<file path="src/rtl/ipi_regs_pkg.sv">
package ipi_regs_pkg;

  localparam int unsigned DATA_W      = 32;
  localparam logic [7:0]  OFF_STATUS  = 8'h00;
  localparam logic [7:0]  OFF_ENABLE  = 8'h04;
  localparam logic [7:0]  OFF_SET     = 8'h08;
  localparam logic [7:0]  OFF_CLEAR   = 8'h0C;
  localparam int unsigned MBOX_BASE   = 32;

  typedef enum logic [1:0] {
    RSEL_ZERO   = 2'd0,
    RSEL_STATUS = 2'd1,
    RSEL_ENABLE = 2'd2,
    RSEL_MBOX   = 2'd3
  } rsel_e;

endpackage

</file>
<file path="src/rtl/ipi_addr_decode.sv">
module ipi_addr_decode
  import ipi_regs_pkg::*;
#(
  parameter int unsigned MBOX_WORDS = 8,
  localparam int unsigned IDX_W = (MBOX_WORDS > 1) ? $clog2(MBOX_WORDS) : 1
) (
  input  logic             valid,
  input  logic             we,
  input  logic [7:0]       off,
  output logic             en_we,
  output logic             set_we,
  output logic             clr_we,
  output logic             mb_we,
  output logic [IDX_W-1:0] mb_idx,
  output rsel_e            rsel,
  output logic             err
);

  localparam int unsigned MBOX_END = MBOX_BASE + 4 * MBOX_WORDS;

  logic [8:0] rel;
  logic       hit_stat, hit_en, hit_set, hit_clr, hit_mb, hit_any;

  assign rel      = {1'b0, off} - 9'(MBOX_BASE);
  assign hit_stat = (off == OFF_STATUS);
  assign hit_en   = (off == OFF_ENABLE);
  assign hit_set  = (off == OFF_SET);
  assign hit_clr  = (off == OFF_CLEAR);
  assign hit_mb   = ({1'b0, off} >= 9'(MBOX_BASE)) && ({1'b0, off} < 9'(MBOX_END));
  assign hit_any  = hit_stat | hit_en | hit_set | hit_clr | hit_mb;
  assign mb_idx   = rel[IDX_W+1:2];

  always_comb begin
    en_we  = valid && we && hit_en;
    set_we = valid && we && hit_set;
    clr_we = valid && we && hit_clr;
    mb_we  = valid && we && hit_mb;
    err    = valid && (!hit_any || (we && hit_stat));
    rsel   = RSEL_ZERO;
    if (valid && !we) begin
      if (hit_stat)    rsel = RSEL_STATUS;
      else if (hit_en) rsel = RSEL_ENABLE;
      else if (hit_mb) rsel = RSEL_MBOX;
    end
  end

  always_comb begin
    assert ($onehot0({en_we, set_we, clr_we, mb_we}))
      else $error("p_one_write_target_r8");
    assert (!(err && (en_we || set_we || clr_we || mb_we)))
      else $error("p_err_no_write_r8");
  end

endmodule

</file>
<file path="src/rtl/ipi_status_irq.sv">
module ipi_status_irq
  import ipi_regs_pkg::*;
(
  input  logic              clk,
  input  logic              rst,
  input  logic              en_we,
  input  logic              set_we,
  input  logic              clr_we,
  input  logic [DATA_W-1:0] wdata,
  output logic [DATA_W-1:0] status,
  output logic [DATA_W-1:0] enable,
  output logic              irq
);

  logic [DATA_W-1:0] set_next, clr_next;
  logic              raise, lower;

  assign set_next = status | wdata;
  assign clr_next = status & ~wdata;
  assign raise    = set_we && (set_next != '0) && ((set_next & enable) != '0);
  assign lower    = clr_we && (clr_next == '0) && (enable != '0);

  always_ff @(posedge clk) begin
    if (rst) begin
      status <= '0;
      enable <= '0;
      irq    <= 1'b0;
    end else begin
      if (en_we)       enable <= wdata;
      if (set_we)      status <= set_next;
      else if (clr_we) status <= clr_next;
      if (raise)       irq <= 1'b1;
      else if (lower)  irq <= 1'b0;
    end
  end

  p_irq_rise_on_set_r4: assert property (@(posedge clk) disable iff (rst)
    $rose(irq) |-> $past(set_we));
  p_irq_fall_on_clear_r5: assert property (@(posedge clk) disable iff (rst)
    $fell(irq) |-> ($past(clr_we) && status == '0));
  p_enable_keeps_irq_r10: assert property (@(posedge clk) disable iff (rst)
    en_we |=> $stable(irq));
  p_status_hold_r2: assert property (@(posedge clk) disable iff (rst)
    (!set_we && !clr_we) |=> $stable(status));
  p_set_raises_r4: assert property (@(posedge clk) disable iff (rst)
    (set_we && ((wdata & enable) != '0)) |=> irq);

endmodule

</file>
<file path="src/rtl/ipi_mailbox.sv">
module ipi_mailbox
  import ipi_regs_pkg::*;
#(
  parameter int unsigned MBOX_WORDS = 8,
  localparam int unsigned IDX_W = (MBOX_WORDS > 1) ? $clog2(MBOX_WORDS) : 1
) (
  input  logic              clk,
  input  logic              rst,
  input  logic              we,
  input  logic [IDX_W-1:0]  idx,
  input  logic [DATA_W-1:0] wdata,
  output logic [DATA_W-1:0] rdata
);

  logic [DATA_W-1:0] words [MBOX_WORDS];

  for (genvar g = 0; g < MBOX_WORDS; g++) begin : g_word
    always_ff @(posedge clk) begin
      if (rst)                                 words[g] <= '0;
      else if (we && idx == IDX_W'(g))         words[g] <= wdata;
    end

    p_word_hold_r7: assert property (@(posedge clk) disable iff (rst)
      !(we && idx == IDX_W'(g)) |=> $stable(words[g]));
  end

  always_comb begin
    rdata = '0;
    for (int i = 0; i < MBOX_WORDS; i++) begin
      if (idx == IDX_W'(i)) rdata = words[i];
    end
  end

endmodule

</file>
<file path="src/rtl/ipi_core_regs.sv">
module ipi_core_regs
  import ipi_regs_pkg::*;
#(
  parameter int unsigned ADDR_W     = 12,
  parameter int unsigned MBOX_WORDS = 8
) (
  input  logic              clk,
  input  logic              rst,
  input  logic              req_valid,
  input  logic              req_we,
  input  logic [ADDR_W-1:0] req_addr,
  input  logic [31:0]       req_wdata,
  output logic              rsp_valid,
  output logic [31:0]       rsp_rdata,
  output logic              rsp_err,
  output logic              irq_o
);

  localparam int unsigned IDX_W = (MBOX_WORDS > 1) ? $clog2(MBOX_WORDS) : 1;

  logic              en_we, set_we, clr_we, mb_we, dec_err;
  logic [IDX_W-1:0]  mb_idx;
  rsel_e             rsel;
  logic [DATA_W-1:0] status, enable, mb_rdata, rd_next;
  logic              unused_addr_hi;

  if (ADDR_W > 8) begin : g_hi
    assign unused_addr_hi = |req_addr[ADDR_W-1:8];
  end else begin : g_nohi
    assign unused_addr_hi = 1'b0;
  end

  ipi_addr_decode #(.MBOX_WORDS(MBOX_WORDS)) u_dec (
    .valid  (req_valid),
    .we     (req_we),
    .off    (req_addr[7:0]),
    .en_we  (en_we),
    .set_we (set_we),
    .clr_we (clr_we),
    .mb_we  (mb_we),
    .mb_idx (mb_idx),
    .rsel   (rsel),
    .err    (dec_err)
  );

  ipi_status_irq u_stat (
    .clk    (clk),
    .rst    (rst),
    .en_we  (en_we),
    .set_we (set_we),
    .clr_we (clr_we),
    .wdata  (req_wdata),
    .status (status),
    .enable (enable),
    .irq    (irq_o)
  );

  ipi_mailbox #(.MBOX_WORDS(MBOX_WORDS)) u_mbox (
    .clk   (clk),
    .rst   (rst),
    .we    (mb_we),
    .idx   (mb_idx),
    .wdata (req_wdata),
    .rdata (mb_rdata)
  );

  always_comb begin
    unique case (rsel)
      RSEL_STATUS: rd_next = status;
      RSEL_ENABLE: rd_next = enable;
      RSEL_MBOX:   rd_next = mb_rdata;
      default:     rd_next = '0;
    endcase
  end

  always_ff @(posedge clk) begin
    if (rst) begin
      rsp_valid <= 1'b0;
      rsp_rdata <= '0;
      rsp_err   <= 1'b0;
    end else begin
      rsp_valid <= req_valid;
      rsp_rdata <= req_valid ? rd_next : '0;
      rsp_err   <= dec_err;
    end
  end

  p_rsp_follows_req_r11: assert property (@(posedge clk) disable iff (rst)
    req_valid |=> rsp_valid);
  p_no_spurious_rsp_r11: assert property (@(posedge clk) disable iff (rst)
    !req_valid |=> !rsp_valid);
  p_err_with_rsp_r8: assert property (@(posedge clk) disable iff (rst)
    rsp_err |-> rsp_valid);
  p_err_data_zero_r8: assert property (@(posedge clk) disable iff (rst)
    rsp_err |-> (rsp_rdata == '0));

endmodule

</file>
<file path="config.mk">
export PLATFORM = sky130hd
export DESIGN_NAME = ipi_core_regs
export DESIGN_NICKNAME = d
export VERILOG_FILES = /design/src/rtl/ipi_regs_pkg.sv /design/src/rtl/ipi_addr_decode.sv /design/src/rtl/ipi_status_irq.sv /design/src/rtl/ipi_mailbox.sv /design/src/rtl/ipi_core_regs.sv
export SDC_FILE = /design/constraint.sdc
export NUM_CORES = 1
export LEC_CHECK = 0
export ABC_CLOCK_PERIOD_IN_PS = 5900
export CELL_PAD_IN_SITES_DETAIL_PLACEMENT = 0
export CELL_PAD_IN_SITES_GLOBAL_PLACEMENT = 1
export CORE_MARGIN = 4
export CORE_UTILIZATION = 40
export DETAILED_ROUTE_END_ITERATION = 16
export PLACE_DENSITY = 0.76
export SETUP_SLACK_MARGIN = 0.05
export SLEW_MARGIN = 20
export SYNTH_ARGS = -nofsm -noshare
export SYNTH_HDL_FRONTEND = slang
export SYNTH_SLANG_ARGS = --single-unit
</file>
<file path="constraint.sdc">
create_clock -name clk -period 5.9 [get_ports clk]
set_clock_uncertainty 0.15 [all_clocks]
set_input_delay 0.59 -clock clk [delete_from_list [all_inputs] [get_ports clk]]
set_output_delay 0.59 -clock clk [all_outputs]
set_load 0.02 [all_outputs]
</file>
==> results of run 1 <==
[flip-flops by register name, indices dropped and copies added, names as in the netlist, named ones only]
name	cells
u_mbox.words	256
rsp_rdata	32
u_stat.enable	32
rsp_err	1
rsp_valid	1
u_stat.irq	1
[layer usage]
| layer | routed length [microns] | vias to the layer above | global-route usage [%] |
|---|---|---|---|
| met3 | 3620 | 90 | 3.77 |
| li1 | - | 5197 | - |
| met4 | 1520 | 0 | 7.20 |
| met1 | 21800 | 5758 | 32.2 |
| met5 | 0 | - | 0 |
| met2 | 23800 | 504 | 35.9 |
[how the worst max path moves through the flow]
stage,start,endpoint,slack [ns]
after floorplan,req_addr[4],u_mbox.words[1][32],1.47
after global placement,req_addr[4],rsp_rdata[19],1.81
after detailed placement,req_addr[4],rsp_rdata[24],1.77
after CTS,req_addr[4],rsp_rdata[24],2.35
after global routing,req_addr[4],rsp_rdata[24],2.40
final,req_addr[4],rsp_rdata[24],2.40
[per-stage QoR]
step | hold slack [ns] | instances | instance area [sq um] | total power, mW
after floorplan | 0.304 | 1390 | 16000 | 3.03
after global placement | 0.320 | 1892 | 17200 | 3.17
after detailed placement | 0.332 | 1893 | 17200 | 3.18
after CTS | 0.199 | 1962 | 18400 | 5.45
after global routing | 0.203 | 1962 | 18400 | 5.59
final | 0.218 | 1962 | 18400 | 5.43
[logic make-up after synthesis]
logic type,after synthesis
AND/OR/NAND/NOR,526
multiplexers,60
AO/OA/AOI/OAI,300
flip-flops,355
buffers and inverters,149
[critical path, delay by kind of cell]
kind / cells / cell delay [ns]
buf+inv: 3 / 1.93
compound gates: 2 / 1.14
[power by group through the flow]
| stage | logic (mW) | clock network, mW | registers, mW |
|---|---|---|---|
| final | 0.344 | 2.30 | 2.78 |
| after CTS | 0.346 | 2.32 | 2.79 |
| after global placement | 0.341 | 0 | 2.83 |
| after detailed placement | 0.345 | 0 | 2.84 |
| after floorplan | 0.190 | 0 | 2.84 |
| after global routing | 0.365 | 2.43 | 2.79 |
[placed cells by master (no fill, tap or decap), types with 4 or more instances in the layout]
master           netlist  routed
clkbuf_16              0      39
edfxtp_1             256     256
clkdlybuf4s50_1        0      74
nor3_1                42      42
a311oi_1              32      32
and2_1               216     216
o311ai_0               4       4
o22ai_1                6       6
clkinv_1               1       5
nand4_1               16      16
mux2_2                 4       4
buf_4                  5      27
a21oi_1               91      91
and4_1                 4       4
nor2_4                 5       8
mux4_2                16      16
nand3b_1               5       5
nor2_1                35      31
a2bb2oi_1             20      20
clkinv_2               0       5
a22oi_1               22      22
clkbuf_1              79      13
o21ai_0               61      57
o21ai_4                0       4
dfxtp_1               99      99
a222oi_1              15      15
mux2i_1               40      40
inv_1                 22      21
nand4b_1               9       9
o2111ai_1             21      21
o31ai_4                0       4
nor4_1                28      28
clkbuf_8               0       5
nand2_1              130     129
nor2b_1               15      13
a31oi_1               18      18
[area by class of cell]
type | instances | area (sq um)
fillers | 3609 | 21200
flip-flops and latches | 355 | 9670
multi-input cells | 886 | 5870
clock buffers | 57 | 1090
repair buffers | 104 | 958
well taps | 525 | 657
clock inverters | 12 | 87.6
inverters | 23 | 86.3
==> flow_summary.json, run 1 <==
{
  "rows": 73,
  "syn_nets": 1438,
  "path_max_fanout": 34,
  "ys_seq_area_share_pct": 60.3,
  "avgRoutedWirePerCell_microns": 25.9,
  "place_congestion": 0.928,
  "hold_viol_final": 0,
  "avgSynthCellArea_sq_um": 11.5,
  "synthesis.area_sq_mm": 0.0160,
  "min_to": "rsp_valid",
  "grt_max_degree": 67,
  "hold_path.startpoint": "rst",
  "io_pins": 83,
  "regToRegEndpoint": "u_stat.irq",
  "antennaDiodeCount": 0,
  "crit_required_ns": 6.12,
  "first_pass_iters": 7,
  "cts_hold_buf": 0,
  "path_cells": "buf_2 > clkinv_1 > buf_4 > o311ai_0 > a31oi_1",
  "cts.sinks": 355,
  "synth_top_area_cell": "edfxtp_1",
  "ctsHtreeMaxLevel": 2,
  "slew_headroom_pct": 25.2,
  "setup_viol": 0,
  "p_clk_share_pct": 42.4,
  "die_area_sq_mm": 0.0434,
  "grt_pass1_wl_mm": 74.2,
  "synth_edf_count": 256,
  "synthMostInstantiatedCell": "edfxtp_1",
  "fin_setup_tns_ns": 0,
  "cp-end-kind": "register",
  "post_cts_resized": 0,
  "clkLatencyLatePin_ns": 0.54,
  "vias_per_cell": 5.89,
  "power_switching_mw": 1.24,
  "synth_top_area_share_pct": 47.9,
  "synth_top_family_by_area": "simple AND/OR/NAND/NOR gates",
  "final_max_slew_viol_count": 0,
  "drtIter0Drc": 1300,
  "crit_type": "input port to register",
  "synthXorXnorAreaFrac_pct": 0,
  "synthTopCellsByArea": "edfxtp_1 48%, dfxtp_1 12%, and2_1 8.4%",
  "die_y_microns": 208,
  "p_leak_nw": 6.00,
  "ys_types": 52,
  "yosys_warnings": 0,
  "grt_usage_pct": 22.7,
  "crit_slowest_cell": "o311ai_0",
  "ff2ff_path_depth": 5,
  "synth-seq-cells": 355,
  "rsz0062_at_grt": "false",
  "synth_common_cells": "256 x edfxtp_1, 216 x and2_1, 130 x nand2_1",
  "vias": 11549,
  "fin_crit_sh_pct": 59.3,
  "ys.flop_type": "edfxtp_1",
  "ant_nets": 0,
  "setup_ws_ns": 2.40,
  "cap_viol_max_count": 0,
  "core_area_sq_mm": 0.0396,
  "powerDensity_mw_per_mm2": 295,
  "hp-class": "input port to register",
  "antenna_found_initial": 1,
  "p_int_mw": 4.19,
  "place_ws_ns": 1.77,
  "initial_core_util_pct": 40.5,
  "worstPathArrival_ns": 3.72,
  "port_buffers": 78,
  "seq_power_share_pct": 51.3,
  "postRouteWirelength_mm": 50.8,
  "synth_compound_area_share_pct": 12.4,
  "cts_setup_buffers": 0,
  "clk_pin_slew_ns": 0.06,
  "dp_hpwl_mm": 31.7,
  "synth.area.mux_share_pct": 5.02,
  "clockBufferDepth": 3,
  "fin_util_pct": 46.5,
  "ys_async_sr_fraction_pct": 0,
  "vdd.ir_drop.worst_mv": 0.213,
  "p_comb_share_pct": 6.3,
  "overflow": 0,
  "status": "finished clean",
  "reg2reg_slack_ns": 3.95,
  "maxClockFrequency_ghz": 0.286,
  "hold_depth": 2,
  "synthAdderAreaFrac_pct": 0,
  "drive_above_1_share_pct": 9.26,
  "cp-start-kind": "input port",
  "cts_tree": "built",
  "swShare_pct": 22.8,
  "drc": 0,
  "nNetsFinal": 1456,
  "cpPeakStageDelay_ns": 0.99,
  "die_x_microns": 208,
  "synthesis.instances": 1390,
  "fin_crit_ns": 3.50,
  "first_global_vias": 11026,
  "numCtsBuffers": 38,
  "clk_root_buffer_cell": "clkbuf_16",
  "synth_simple_gate_area_share_pct": 18.3,
  "syn2layout_area_growth_pct": 14.9,
  "worstMarginPinSlew_ns": 1.11
}
Note: power is estimated with default switching activity, not from simulation.
==> inputs of run 2 (changes only) <==
--- a/config.mk
+++ b/config.mk
@@ -5,13 +5,13 @@
 export SDC_FILE = /design/constraint.sdc
 export NUM_CORES = 1
 export LEC_CHECK = 0
-export ABC_CLOCK_PERIOD_IN_PS = 5900
+export ABC_CLOCK_PERIOD_IN_PS = 3140
 export CELL_PAD_IN_SITES_DETAIL_PLACEMENT = 0
 export CELL_PAD_IN_SITES_GLOBAL_PLACEMENT = 1
 export CORE_MARGIN = 4
 export CORE_UTILIZATION = 40
 export DETAILED_ROUTE_END_ITERATION = 16
-export PLACE_DENSITY = 0.76
+export PLACE_DENSITY = 0.79
 export SETUP_SLACK_MARGIN = 0.05
 export SLEW_MARGIN = 20
 export SYNTH_ARGS = -nofsm -noshare
==> constraint.sdc (replaced) <==
create_clock -name clk -period 3.14 [get_ports clk]
set_clock_uncertainty 0.15 [all_clocks]
set_input_delay 0.314 -clock clk [delete_from_list [all_inputs] [get_ports clk]]
set_output_delay 0.314 -clock clk [all_outputs]
set_load 0.02 [all_outputs]
==> run 2 against run 1 <==
  * Global-route usage increased by 0.29 points
  * Critical path depth unchanged
  * Worst hold slack got worse by 0.030 ns
  * Sequential share of layout area decreased by 1.9 points
  * Flip-flop and latch count unchanged
  * Core utilization increased by 1.7 points
  * Clock-buffer cell count decreased by 9
  * Via count increased by 2.0%
==> flow_summary.json, run 2 (synthesis results as in run 1) <==
{
  "status": "finished clean",
  "fin_crit_ns": 2.27,
  "cap_viol_max_count": 0,
  "slew_headroom_pct": 45.6,
  "cp-start-kind": "input port",
  "rsz0062_at_grt": "false",
  "ctsHtreeMaxLevel": 2,
  "die_y_microns": 208,
  "drc": 0,
  "post_cts_resized": 0,
  "grt_pass1_wl_mm": 75.8,
  "path_max_fanout": 20,
  "grt_max_degree": 43,
  "drtIter0Drc": 1397,
  "cts.sinks": 355,
  "die_x_microns": 208,
  "largest_register": "u_mbox.words",
  "crit_slowest_cell": "clkdlybuf4s50_1",
  "crit_type": "input port to register",
  "clk_root_buffer_cell": "clkbuf_16",
  "register_area_sq_mm": 0.00967,
  "reg_top3": "u_mbox.words: 256 flops, rsp_rdata: 32 flops, u_stat.enable: 32 flops",
  "hold_viol_final": 0,
  "cpPeakStageDelay_ns": 0.59,
  "dpl_cell_area_sq_mm": 0.0179,
  "clkLatencyLatePin_ns": 0.54,
  "cp-end-kind": "register",
  "nNetsFinal": 1524,
  "cts_tree": "built",
  "postRouteWirelength_mm": 50.7,
  "avgRoutedWirePerCell_microns": 25.0,
  "cp_top_family": "buffers and inverters",
  "powerDensity_mw_per_mm2": 539,
  "multiInputGateArea_sq_mm": 0.00585,
  "first_pass_iters": 5,
  "maxClockFrequency_ghz": 0.440,
  "cp.buffers_inverters": 2,
  "hold_ws_ns": 0.188,
  "worstPathArrival_ns": 2.35,
  "grt_usage_pct": 23.0,
  "crit_required_ns": 3.22,
  "hp-class": "input port to register",
  "ant_nets": 0,
  "first_global_vias": 11530,
  "place_congestion": 0.954,
  "die_area_sq_mm": 0.0434,
  "rows": 73,
  "clockBufferDepth": 3,
  "port_buffers": 78,
  "numCtsBuffers": 37,
  "fin_crit_sh_pct": 72.4,
  "overflow": 0,
  "initial_core_util_pct": 40.5,
  "final_max_slew_viol_count": 0,
  "clk_pin_slew_ns": 0.07,
  "vias_per_cell": 5.81,
  "final_cell_mix": "256 x edfxtp_1, 216 x and2_1, 129 x nand2_1, 99 x dfxtp_1, 91 x a21oi_1",
  "fillers": 3544,
  "io_pins": 83,
  "dp_hpwl_mm": 33.7,
  "worstMarginPinSlew_ns": 0.814,
  "antenna_found_initial": 0,
  "antennaDiodeCount": 0,
  "postLayoutCellArea_sq_mm": 0.0191,
  "drive_above_1_share_pct": 13.3,
  "vias": 11784,
  "syn2layout_area_growth_pct": 19.1,
  "path_cells": "clkdlybuf4s50_1 > nor3b_4 > nand4_1 > o21ai_4 > buf_12",
  "layout_commonest_cell": "edfxtp_1",
  "largest_register_ff_count": 256,
  "p_leak_nw": 6.39,
  "core_area_sq_mm": 0.0396,
  "vdd.ir_drop.worst_mv": 0.320,
  "setup_viol": 0
}
## run 2: report_power, final
group          leakage [nW]  switching [mW]  internal [mW]  total, mW
clock                 0.584            1.81           2.53       4.34
sequential             3.23          0.0485           5.18       5.23
combinational          2.58           0.461          0.260      0.721
## run 2: final timing paths
path                         start             endpoint  slack (ns)  cells past startpoint
setup / recovery       req_addr[5]  u_mbox.words[1][84]        0.87                      5
hold reg to reg   u_stat.enable[1]     u_stat.enable[1]        0.33                      2
setup reg to reg          register           u_stat.irq        0.94                      6
hold / removal         req_addr[2]             register        0.19                      2
## run 2: through the flow
step	TNS (ns)	utilization (%)	worst slack, ns	total power, mW	std cells
floorplan	-89.84	-	-0.854	5.68	1390
global placement	0	45.2	0.369	6.03	1961
detailed placement	0	45.2	0.358	6.05	1961
CTS	0	48.2	0.901	10.3	2028
global route	0	48.2	0.764	10.6	2028
finish	0	48.2	0.866	10.3	2028
## run 2: area by class of cell
cell class              count  area share, %
clock buffers              48           5.29
multi-input cells         886           30.6
inverters                  23          0.452
clock inverters            18          0.904
well taps                 525           3.44
flip-flops and latches    355           50.6
repair buffers            173           8.66
## run 2: routing by layer
metal	vias up	global-route usage (%)	routed length (microns)
met5	-	0	0
met4	0	7.29	1650
met3	86	4.45	4500
met2	578	35.8	23400
met1	5783	32.6	21200
li1	5337	-	-
## run 2: what timing repair did
item,in CTS,in global routing
buffers inserted,0,0
hold buffers,1,0
hold endpoints to repair,1,0
==> inputs of run 3 (changes only) <==
--- a/config.mk
+++ b/config.mk
@@ -5,7 +5,7 @@
 export SDC_FILE = /design/constraint.sdc
 export NUM_CORES = 1
 export LEC_CHECK = 0
-export ABC_CLOCK_PERIOD_IN_PS = 3140
+export ABC_CLOCK_PERIOD_IN_PS = 2050
 export CELL_PAD_IN_SITES_DETAIL_PLACEMENT = 0
 export CELL_PAD_IN_SITES_GLOBAL_PLACEMENT = 1
 export CORE_MARGIN = 4
==> constraint.sdc (replaced) <==
create_clock -name clk -period 2.05 [get_ports clk]
set_clock_uncertainty 0.15 [all_clocks]
set_input_delay 0.205 -clock clk [delete_from_list [all_inputs] [get_ports clk]]
set_output_delay 0.205 -clock clk [all_outputs]
set_load 0.02 [all_outputs]
==> run 3 against run 2 <==
  * Clock-buffer cell count fell by 5
  * Cell area grew 7.6%
  * Non-clock buffer count increased by 136
  * Sequential power rose by 53%
  * Largest power group unchanged
  * Highest routed layer unchanged
==> flow_summary.json, run 3 (synthesis results as in run 1) <==
{
  "initial_core_util_pct": 40.5,
  "final_max_slew_viol_count": 0,
  "grt_max_degree": 66,
  "grtUsageMet2_pct": 36.7,
  "reg_top3": "u_mbox.words: 256 flops, rsp_rdata: 32 flops, u_stat.enable: 32 flops",
  "fillers": 3441,
  "cp-end-kind": "register",
  "clk_root_buffer_cell": "clkbuf_16",
  "crit_required_ns": 2.33,
  "worstMarginPinSlew_ns": 0.781,
  "final_cell_mix": "256 x edfxtp_1, 216 x and2_1, 192 x buf_4, 126 x nand2_1, 97 x dfxtp_1",
  "first_global_vias": 12044,
  "cts_tree": "built",
  "drtIter0Drc": 1311,
  "port_buffers": 78,
  "first_pass_iters": 6,
  "avgRoutedWirePerCell_microns": 24.0,
  "place_congestion": 0.933,
  "status": "finished clean",
  "final_cells": 2167,
  "maxClockFrequency_ghz": 0.491,
  "cap_viol_max_count": 0,
  "grt_pass1_wl_mm": 76.4,
  "fin_crit_ns": 2.04,
  "postRouteWirelength_mm": 51.9,
  "vias_per_cell": 5.69,
  "rows": 73,
  "powerDensity_mw_per_mm2": 786,
  "largest_register": "u_mbox.words",
  "ctsHtreeMaxLevel": 2,
  "vdd.ir_drop.worst_mv": 0.755,
  "clockBufferDepth": 3,
  "largest_register_ff_count": 256,
  "grt_usage_pct": 22.9,
  "antennaDiodeCount": 0,
  "clk_pin_slew_ns": 0.06,
  "nNetsFinal": 1661,
  "hold_viol_final": 0,
  "path_max_fanout": 5,
  "p_leak_nw": 7.22,
  "place_inst": 2090,
  "syn2layout_area_growth_pct": 28.2,
  "top_usage_layer": "met2",
  "fin_crit_sh_pct": 99.4,
  "die_area_sq_mm": 0.0434,
  "io_pins": 83,
  "die_y_microns": 208,
  "drive_above_1_share_pct": 21.8,
  "cp-start-kind": "register",
  "met3_usage_pct": 5.01,
  "cts.sinks": 355,
  "ant_nets": 0,
  "hp-class": "input port to register",
  "die_x_microns": 208,
  "numCtsBuffers": 38,
  "power_mw": 16.2,
  "layout_commonest_cell": "edfxtp_1",
  "hold_ws_ns": 0.246,
  "rsz0062_at_grt": "true",
  "setup_viol": 0,
  "clkLatencyLatePin_ns": 0.54,
  "vias": 12341,
  "slew_headroom_pct": 47.9,
  "core_area_sq_mm": 0.0396,
  "drc": 0,
  "worstPathArrival_ns": 2.32,
  "met1_usage_pct": 32.2,
  "postLayoutCellArea_sq_mm": 0.0206,
  "antenna_found_initial": 2,
  "overflow": 0,
  "crit_type": "register to register",
  "dp_hpwl_mm": 36.7,
  "dpl_cell_area_sq_mm": 0.0192
}
-- run 3: cell types whose count changed in the layout (fill, tap and decap cells not counted), moves of 3 or more --
cell / before / now
nor4_2: 1 / 4
clkbuf_1: 9 / 5
clkinv_2: 7 / 10
nand2_1: 129 / 126
nor4_1: 28 / 23
nand2_2: 3 / 6
buf_12: 14 / 36
buf_4: 81 / 192
-- run 3: worst paths after layout --
path                      from                 to  slack [ns]  cells past startpoint
min                req_addr[4]      rsp_rdata[11]        0.25                      4
max reg2reg           register         u_stat.irq        0.01                      6
min reg2reg  u_stat.enable[25]  u_stat.enable[25]        0.34                      2
max                   register         u_stat.irq        0.01                      6
-- run 3: worst max-delay path: stages, from the launching register on --
cell and delay, ns:
dfxtp_1 0.43, nor4_2 0.35, nand4_1 0.21, nor4_4 0.35, buf_4 0.16, nor4b_1 0.05
a32o_1 0.24
-- run 3: through the flow --
| stage | util, % | setup TNS [ns] | setup WS, ns |
|---|---|---|---|
| 2_1_floorplan | - | -26.49 | -0.167 |
| 3_3_place_gp | 48.4 | -171.80 | -0.521 |
| 3_5_place_dp | 48.4 | -188.13 | -0.501 |
| 4_1_cts | 51.5 | 0 | 0.00703 |
| 5_1_grt | 51.9 | -0.0402 | -0.0278 |
| 6_report | 51.9 | 0 | 0.0131 |
-- run 3: cell type report --
class / instances / area [sq um] / area share, %
Sequential cell: 355 / 9670 / 47.1
Multi-Input combinational cell: 886 / 5930 / 28.8
Timing Repair Buffer: 309 / 2980 / 14.5
Clock buffer: 43 / 970 / 4.72
Tap cell: 525 / 657 / 3.20
Clock inverter: 26 / 263 / 1.28
Inverter: 23 / 86.3 / 0.420
-- run 3: layer usage --
metal / vias to the layer above / share of wire (%) / routed length, microns
li1: 5624 / - / -
met3: 80 / 7.8 / 4060
met5: - / 0 / 0
met4: 0 / 2.2 / 1170
met1: 6164 / 43 / 22300
met2: 473 / 47 / 24400
-- run 3: power breakdown --
group / switching, mW / internal (mW) / leakage, nW
clock network: 2.92 / 3.96 / 0.608
registers: 0.0821 / 7.94 / 3.23
logic: 0.744 / 0.510 / 3.38
total: 3.74 / 12.4 / 7.22
-- run 3: what timing repair did --
action                                  4_1_cts  5_1_grt
endpoints found under the hold margin         2        0
endpoints found under the setup margin        2       14
hold buffers                                  1        0
gates resized for setup                       6       11
pin swaps                                     5       10
setup buffers                                 0        6
gates cloned                                  0        1
